<file path="config.mk">
export PLATFORM = sky130hd
export DESIGN_NAME = mtime_cmp_unit
export DESIGN_NICKNAME = d
export VERILOG_FILES = /design/src/rtl/mtc_pkg.sv /design/src/rtl/mtc_decode.sv /design/src/rtl/mtc_counter.sv /design/src/rtl/mtc_cmp_bank.sv /design/src/rtl/mtime_cmp_unit.sv
export SDC_FILE = /design/constraint.sdc
export NUM_CORES = 1
export LEC_CHECK = 0
export BUFFER_PORTS_ARGS = -buffer_cell sky130_fd_sc_hd__clkbuf_2
export CORE_MARGIN = 2
export CORE_UTILIZATION = 43
export CTS_CLUSTER_DIAMETER = 40
export DETAILED_ROUTE_END_ITERATION = 7
export HOLD_SLACK_MARGIN = 0.05
export PLACE_DENSITY_LB_ADDON = 0.08
export SYNTH_ARGS = -nofsm -noshare
export SYNTH_HDL_FRONTEND = slang
export SYNTH_SLANG_ARGS = --single-unit
</file>
<file path="constraint.sdc">
create_clock -name clk -period 4.15 [get_ports clk]
set_input_delay 0.83 -clock clk [delete_from_list [all_inputs] [get_ports clk]]
set_output_delay 0.83 -clock clk [all_outputs]
set_load 0.02 [all_outputs]
</file>
<file path="src/rtl/mtc_pkg.sv">
package mtc_pkg;
  localparam int TW      = 64;
  localparam int BW      = 32;
  localparam int IDX_W   = 12;
  localparam int WIN_END = 32'h8000;
  localparam logic [IDX_W-1:0] TIME_IDX = 12'hFFF;

  typedef enum logic [1:0] {
    SEL_CMP  = 2'd0,
    SEL_TIME = 2'd1,
    SEL_BAD  = 2'd2
  } sel_e;
endpackage

</file>
<file path="src/rtl/mtc_decode.sv">
module mtc_decode
  import mtc_pkg::*;
#(
  parameter int ADDR_W = 16
) (
  input  logic [ADDR_W-1:0] addr,
  output sel_e              sel,
  output logic              hi,
  output logic [IDX_W-1:0]  idx
);
  logic [31:0] ofs;

  always_comb begin
    ofs = 32'(addr);
    idx = ofs[IDX_W+2:3];
    hi  = ofs[2];
    if (ofs >= WIN_END)       sel = SEL_BAD;
    else if (idx == TIME_IDX) sel = SEL_TIME;
    else                      sel = SEL_CMP;
  end
endmodule

</file>
<file path="src/rtl/mtc_counter.sv">
module mtc_counter
  import mtc_pkg::*;
(
  input  logic          clk,
  input  logic          rst,
  input  logic          tick_en,
  input  logic          wr_lo,
  input  logic          wr_hi,
  input  logic [BW-1:0] wdata,
  output logic [TW-1:0] count
);
  always_ff @(posedge clk) begin
    if (rst)          count <= '0;
    else if (wr_lo)   count[BW-1:0]  <= wdata;
    else if (wr_hi)   count[TW-1:BW] <= wdata;
    else if (tick_en) count <= count + TW'(1);
  end
endmodule

</file>
<file path="src/rtl/mtc_cmp_bank.sv">
module mtc_cmp_bank
  import mtc_pkg::*;
#(
  parameter int N_HARTS = 4
) (
  input  logic                         clk,
  input  logic                         rst,
  input  logic                         wr_lo,
  input  logic                         wr_hi,
  input  logic [IDX_W-1:0]             idx,
  input  logic [BW-1:0]                wdata,
  input  logic [TW-1:0]                count,
  output logic [N_HARTS-1:0][TW-1:0]   cmp_q,
  output logic [N_HARTS-1:0]           irq
);
  for (genvar h = 0; h < N_HARTS; h++) begin : g_hart
    logic hit;
    assign hit = (idx == IDX_W'(h));

    always_ff @(posedge clk) begin
      if (rst) begin
        cmp_q[h] <= '1;
        irq[h]   <= 1'b0;
      end else begin
        if (hit && wr_lo) cmp_q[h][BW-1:0]  <= wdata;
        if (hit && wr_hi) cmp_q[h][TW-1:BW] <= wdata;
        irq[h] <= (count >= cmp_q[h]);
      end
    end
  end
endmodule

</file>
<file path="src/rtl/mtime_cmp_unit.sv">
module mtime_cmp_unit
  import mtc_pkg::*;
#(
  parameter int N_HARTS = 4,
  parameter int ADDR_W  = 16
) (
  input  logic               clk,
  input  logic               rst,
  input  logic               tick_en,
  input  logic               rd_en,
  input  logic               wr_en,
  input  logic [ADDR_W-1:0]  addr,
  input  logic [31:0]        wdata,
  output logic [31:0]        rdata,
  output logic               rvalid,
  output logic               rd_fault,
  output logic               wr_fault,
  output logic [N_HARTS-1:0] timer_irq
);
  sel_e                       sel;
  logic                       hi;
  logic [IDX_W-1:0]           idx;
  logic [TW-1:0]              count_q;
  logic [N_HARTS-1:0][TW-1:0] cmp_q;
  logic                       t_wr_lo, t_wr_hi, c_wr_lo, c_wr_hi;
  logic [BW-1:0]              rd_mux;

  mtc_decode #(.ADDR_W(ADDR_W)) u_dec (
    .addr (addr),
    .sel  (sel),
    .hi   (hi),
    .idx  (idx)
  );

  assign t_wr_lo = wr_en && (sel == SEL_TIME) && !hi;
  assign t_wr_hi = wr_en && (sel == SEL_TIME) &&  hi;
  assign c_wr_lo = wr_en && (sel == SEL_CMP)  && !hi;
  assign c_wr_hi = wr_en && (sel == SEL_CMP)  &&  hi;

  mtc_counter u_cnt (
    .clk     (clk),
    .rst     (rst),
    .tick_en (tick_en),
    .wr_lo   (t_wr_lo),
    .wr_hi   (t_wr_hi),
    .wdata   (wdata),
    .count   (count_q)
  );

  mtc_cmp_bank #(.N_HARTS(N_HARTS)) u_bank (
    .clk   (clk),
    .rst   (rst),
    .wr_lo (c_wr_lo),
    .wr_hi (c_wr_hi),
    .idx   (idx),
    .wdata (wdata),
    .count (count_q),
    .cmp_q (cmp_q),
    .irq   (timer_irq)
  );

  always_comb begin
    rd_mux = '0;
    case (sel)
      SEL_TIME: rd_mux = hi ? count_q[TW-1:BW] : count_q[BW-1:0];
      SEL_CMP: begin
        for (int h = 0; h < N_HARTS; h++) begin
          if (idx == IDX_W'(h)) rd_mux = hi ? cmp_q[h][TW-1:BW] : cmp_q[h][BW-1:0];
        end
      end
      default: rd_mux = '0;
    endcase
  end

  always_ff @(posedge clk) begin
    if (rst) begin
      rdata    <= '0;
      rvalid   <= 1'b0;
      rd_fault <= 1'b0;
      wr_fault <= 1'b0;
    end else begin
      rvalid   <= rd_en;
      rd_fault <= rd_en && (sel == SEL_BAD);
      wr_fault <= wr_en && (sel == SEL_BAD);
      if (rd_en) rdata <= rd_mux;
    end
  end
endmodule

</file>
==> qor.txt, run 1 <==
final hold vios: 0
Pre-antenna DRT Iters: 5
Synth async-reset ratio: 0%
Placed Area: 23400 um^2
vias: 20.2k
critical path arrival: 3.56 ns
min cycle time layout: 3.05 ns
number of diodes: 0
endpoints failing setup: 0
Syn Nets: 3004
I/O pin count: 92
Global Route Usage Sum: 28.8%
Clock transition at path regs: 0.05 ns
first-pass GRT wire length: 117 mm
initial DRC count: 1827
final hold slack: 0.448 ns
# rows: 83
setup TNS: 0 ns
Mapped Area: 22200 um^2
Synth cell types: 62
Internal: 7.97 mW
core box area: 51100 um^2
# H-tree levels: 3
dpl cells: 3334
CP Max Fanout: 13
Final Max Tran Viols: 0
flop2flop setup slack: 1.10 ns
Worst Max-Slew Pin Slew: 1.12 ns
vias in the first global route: 18.9k
worst skew pair latency: 0.61 ns
drc violations: 0
Most used DFF post-synth: dfxtp_1
Final HPWL DP: 54.6 mm
Placer Congestion: 0.894
RR Startpoint: u_cnt.count[11]$_SDFFE_PP0P_
Routed Antenna Nets: 0
clk buf depth: 3
vias per cell: 5.81
total power: 10.3 mW
Max Cap Viol: 0
Layout Nets: 3041
Worst setup endpoint: u_cnt.count[60]$_SDFFE_PP0P_
cell area after layout: 26100 um^2
Final period util: 73.6%
Root Driver: clkbuf_16
Power Dens Cells: 396 nW/um^2
post-cts sizing count: 0
register bit total from synthesis: 359
total grt overflow: 0
Sw Share: 23.0%
CP Capture Type: flip-flop
fmax: 327 MHz
Seq/Total Area, Yosys: 32.4%
combinational power share: 3.3%
synthesized area per cell: 8.22 um^2
Hold-fix buffers, CTS: 0
Die Footprint: 53400 um^2
WP data required: 4.66 ns
Tightest Hold Check Type: reg2reg
Slew HR: 25.2%
area delta synth->final: 17.8%
synthesized instance count: 2694
Leakage: 12.6 nW
initial antenna violation count: 1
worst reg-to-reg path cell count: 6
final wirelength: 77.0 mm
CTS tree: done
Initial Util: 43.4%
peak supply drop: 0.264 mV
worst setup path startpoint: u_cnt.count[11]$_SDFFE_PP0P_
RSZ-0062 raised after global routing: no
sw power: 2.38 mW
Port Buf Inserts: 89
min-delay src: rdata[3]$_SDFFE_PP0P_
# fillers: 4879
post-DR wirelength/cell: 22.2 um
Yosys Warn Count: 0
Finished Layout Cells: 3472
worst flop-to-flop path endpoint: u_cnt.count[60]$_SDFFE_PP0P_
critical path class: reg2reg
proportion of layout cells with a drive suffix above 1: 12.0%
CTS Buf Count: 75
largest net degree at the start of global routing: 103
Die H: 231 um
Post-synth EDFFs: 0
Die Wd: 231 um
CP Launch Type: flip-flop
setup bufs post-CTS: 0
CTS Sinks: 359
clock skew: 0.0210 ns
status: complete, no violations
clock share of power: 63.2%
part of the power in registers: 33.5%
[power groups by stage]
stage | registers (mW) | clock network (mW) | logic, mW
finish | 3.46 | 6.55 | 0.340
global route | 3.46 | 6.83 | 0.358
CTS | 3.46 | 6.64 | 0.339
detailed placement | 3.53 | 0 | 0.339
global placement | 3.53 | 0 | 0.337
floorplan | 3.53 | 0 | 0.191
[critical path, stage by stage, from the launching register on]
cell and delay (ns):
dfxtp_1 0.64, nand4_2 0.30, nor4_4 0.46, nand3_2 0.35, or3_4 0.53, or4_1 0.41, a311oi_1 0.28
[cell families after synthesis]
logic type                 count (synthesis)  share of synthesized area [%]
and+or+nand+nor                          783                           16.2
AOI/OAI and AO/OA                        692                           20.8
buffers and inverters                    456                           7.84
DFF                                      359                           32.4
adders and majority gates                257                           14.5
muxes                                    102                           6.47
xor gates and xnor gates                  45                           1.78
[synthesized netlist by cell type (all sizes together), types with 3 or more instances]
master / n / area (um^2)
nand2: 380 / 1430
dfxtp: 359 / 7190
inv: 273 / 1020
o211ai: 263 / 1970
ha: 257 / 3220
a21oi: 176 / 881
nor2: 165 / 624
clkbuf: 151 / 568
o21ai: 77 / 385
mux2i: 69 / 691
nand4: 53 / 350
a211oi: 52 / 390
nand3: 45 / 230
mux4: 33 / 743
nor3: 33 / 190
xnor2: 33 / 289
buf: 32 / 144
nor4: 30 / 215
o22ai: 27 / 169
a21o: 22 / 165
a311oi: 22 / 193
and4: 17 / 149
or3: 15 / 98.8
nand2b: 12 / 75.1
xor2: 12 / 105
a31oi: 10 / 62.6
and3: 9 / 56.3
a221oi: 6 / 52.6
and2: 6 / 37.5
nor2b: 6 / 37.5
o31ai: 6 / 45.0
a221o: 5 / 50.1
or4: 5 / 37.5
a21boi: 4 / 30.0
o21a: 4 / 30.0
o41ai: 3 / 26.3
[stage by stage]
step                      util, %  worst slack [ns]
final                        51.1              1.10
after global routing         51.1             0.953
after CTS                    51.1              1.11
after detailed placement     45.7             0.817
after global placement       45.7             0.831
after floorplan                 -              1.48
[cells in the final DEF (no fill, tap or decap), types with 9 or more instances in the layout]
cell type | synthesis | routed
o211ai_1 | 263 | 263
clkinv_2 | 0 | 9
mux2i_1 | 69 | 69
mux4_2 | 33 | 33
o22ai_1 | 27 | 27
nand2b_1 | 12 | 10
inv_6 | 0 | 11
xor2_1 | 12 | 12
buf_12 | 0 | 10
dfxtp_1 | 359 | 359
o21ai_0 | 77 | 77
clkbuf_8 | 0 | 12
bufinv_16 | 0 | 13
a311oi_1 | 22 | 22
ha_1 | 257 | 257
clkbuf_16 | 0 | 77
clkbuf_2 | 1 | 87
a211oi_1 | 52 | 52
and4_1 | 17 | 17
xnor2_1 | 33 | 33
buf_4 | 0 | 44
or3_1 | 14 | 14
a31oi_1 | 10 | 10
nor2_1 | 163 | 160
nor3_1 | 28 | 28
a21o_1 | 22 | 22
nand4_1 | 50 | 50
nand2_1 | 380 | 379
nand3_1 | 44 | 44
inv_1 | 273 | 272
a21oi_1 | 176 | 176
nor4_1 | 27 | 27
and3_1 | 9 | 9
[sequential cells by signal, summed over array words and instances (netlist names)]
| register | cells |
|---|---|
| u_cnt.count | 64 |
| u_bank.irq | 4 |
| rd_fault | 1 |
| rdata | 32 |
| u_bank.cmp_q | 256 |
| rvalid | 1 |
| wr_fault | 1 |
[metal layers]
| layer | up-vias | GRT usage (%) | share of wire (%) |
|---|---|---|---|
| met5 | - | 0 | 0 |
| met4 | 0 | 10.5 | 3.0 |
| met3 | 135 | 5.30 | 7.1 |
| met2 | 728 | 43.7 | 43 |
| met1 | 9522 | 40.5 | 46 |
| li1 | 9793 | - | - |
[worst min path at each step]
stage | endpoint | depth (start not counted)
finish | rdata[3]$_SDFFE_PP0P_ | 2
global route | wr_fault$_SDFF_PP0_ | 2
CTS | rdata[21]$_SDFFE_PP0P_ | 2
detailed placement | rdata[21]$_SDFFE_PP0P_ | 2
global placement | rdata[31]$_SDFFE_PP0P_ | 2
floorplan | u_bank.cmp_q[128]$_SDFFE_PP1P_ | 2
[area by class of cell]
class,instances,area (um^2),share of cell area (%)
clock buffers,94,2100,8.05
clock inverters,44,633,2.43
well taps,680,851,3.26
inverters,273,1030,3.95
repair buffers,143,985,3.77
flip-flops and latches,359,7190,27.5
multi-input cells,1879,13300,51.0
No activity file was read; power rests on OpenSTA's default activity.
==> inputs of run 2 (changes only) <==
Clock period 4.15 ns to 3.1 ns, I/O delays scaled along.
==> qor.txt, run 2 (same netlist as run 1, synthesis figures left out) <==
status: complete, no violations
number of diodes: 0
Leakage: 12.8 nW
clock share of power: 62.4%
vias in the first global route: 19.9k
CTS tree: done
Root Driver: clkbuf_16
critical path's slowest cell: dfxtp_1
WP data required: 3.61 ns
# rows: 83
sw power: 3.21 mW
part of the power in registers: 34.1%
min cycle time layout: 2.76 ns
Tightest Hold Check Type: in2reg
post-cts sizing count: 0
Placed Area: 23800 um^2
peak supply drop: 0.326 mV
most common cell after layout, fill and taps aside: nand2_1
Max Cap Viol: 0
first-pass GRT wire length: 121 mm
Die Footprint: 53400 um^2
setup TNS: 0 ns
Pre-antenna DRT Iters: 5
endpoints failing setup: 0
Hold-fix buffers, CTS: 0
initial antenna violation count: 0
Placer Congestion: 0.908
Port Buf Inserts: 89
core box area: 51100 um^2
vias: 20.6k
cell area after layout: 26500 um^2
Die H: 231 um
CP Launch Type: flip-flop
I/O pin count: 92
final hold vios: 0
total grt overflow: 0
Die Wd: 231 um
largest net degree at the start of global routing: 65
Global Route Usage Sum: 29.7%
proportion of layout cells with a drive suffix above 1: 13.4%
Final Max Tran Viols: 0
Initial Util: 43.4%
setup bufs post-CTS: 0
Slew HR: 48.3%
drc violations: 0
final hold slack: 0.283 ns
critical path arrival: 3.27 ns
Worst Max-Slew Pin Slew: 0.775 ns
Power Dens Cells: 513 nW/um^2
Final period util: 88.9%
most frequent cells in the layout: nand2_1, dfxtp_1, inv_1
worst skew pair latency: 0.61 ns
CP Max Fanout: 9
Sw Share: 23.6%
largest register by flop count: u_bank.cmp_q
vias per cell: 5.84
Routed Antenna Nets: 0
largest stage delay on the critical path: 0.60 ns
clk buf depth: 3
fmax: 363 MHz
post-DR wirelength/cell: 22.5 um
CTS Buf Count: 76
Internal: 10.4 mW
clock skew: 0.0167 ns
critical path class: reg2reg
final wirelength: 79.1 mm
initial DRC count: 1718
Clock transition at path regs: 0.05 ns
RSZ-0062 raised after global routing: no
area delta synth->final: 19.5%
CP Capture Type: flip-flop
combinational power share: 3.5%
CP Cell Sequence: and4_1 -> and2_0 -> nand3_1 -> or4_1 -> xor2_1 -> a211oi_1
max FFs per register: 256
Final HPWL DP: 56.8 mm
largest registers: u_bank.cmp_q x256, u_cnt.count x64, rdata x32
# H-tree levels: 3
Layout Nets: 3091
CTS Sinks: 359
## run 2: cell types whose count changed in the layout (fill, tap and decap cells not counted), sizes merged
cell	change
buf	+49
inv	-6
clkinv	+5
bufinv	-4
clkinvlp	+3
clkbuf	+2
## run 2: through the flow
step / instances / power, mW / util (%) / setup slack (ns)
after floorplan: 2694 / 4.99 / - / 0.642
after global placement: 3383 / 5.20 / 46.7 / 0.315
after CTS: 3521 / 13.7 / 51.8 / 0.297
after detailed placement: 3383 / 5.20 / 46.7 / 0.296
after global routing: 3521 / 13.9 / 51.8 / 0.143
final: 3521 / 13.6 / 51.8 / 0.345
## run 2: worst paths after layout
path | startpoint | endpoint | slack (ns) | cells past startpoint
setup reg to reg | u_cnt.count[4]$_SDFFE_PP0P_ | u_cnt.count[22]$_SDFFE_PP0P_ | 0.34 | 6
hold / removal | wr_en | wr_fault$_SDFF_PP0_ | 0.28 | 2
hold reg to reg | rdata[18]$_SDFFE_PP0P_ | rdata[18]$_SDFFE_PP0P_ | 0.45 | 2
setup / recovery | u_cnt.count[4]$_SDFFE_PP0P_ | u_cnt.count[22]$_SDFFE_PP0P_ | 0.34 | 6
## run 2: final cells by class
| type | count | area, um^2 |
|---|---|---|
| clock buffer | 96 | 2130 |
| clock inverter | 42 | 509 |
| timing repair buffer | 192 | 1450 |
| tap | 680 | 851 |
| fill | 4811 | 24600 |
| multi-input combinational | 1879 | 13300 |
| inverter | 273 | 1030 |
| sequential | 359 | 7190 |
## run 2: routing by layer
metal  share of wire [%]  up-vias  wire [um]  track usage, %
li1                    -     9866          -               -
met3                 6.5      128       5160            4.59
met1                  46     9874      36600            41.6
met2                  45      708      35600            47.6
met5                   0        -          0               0
met4                 2.2        0       1770            7.90
## run 2: power by group through the flow
stage / clock, mW / sequential [mW] / combinational (mW)
floorplan: 0 / 4.73 / 0.256
finish: 8.47 / 4.64 / 0.479
global route: 8.78 / 4.63 / 0.501
global placement: 0 / 4.73 / 0.470
CTS: 8.56 / 4.64 / 0.474
detailed placement: 0 / 4.73 / 0.473
## run 2: critical path, delay by kind of cell, from the launching register on
kind             cells  cell delay [ns]
XOR/XNOR             1             0.16
flip-flops           1             0.60
AND/OR/NAND/NOR      4             1.65
AO/OA/AOI/OAI        1             0.26
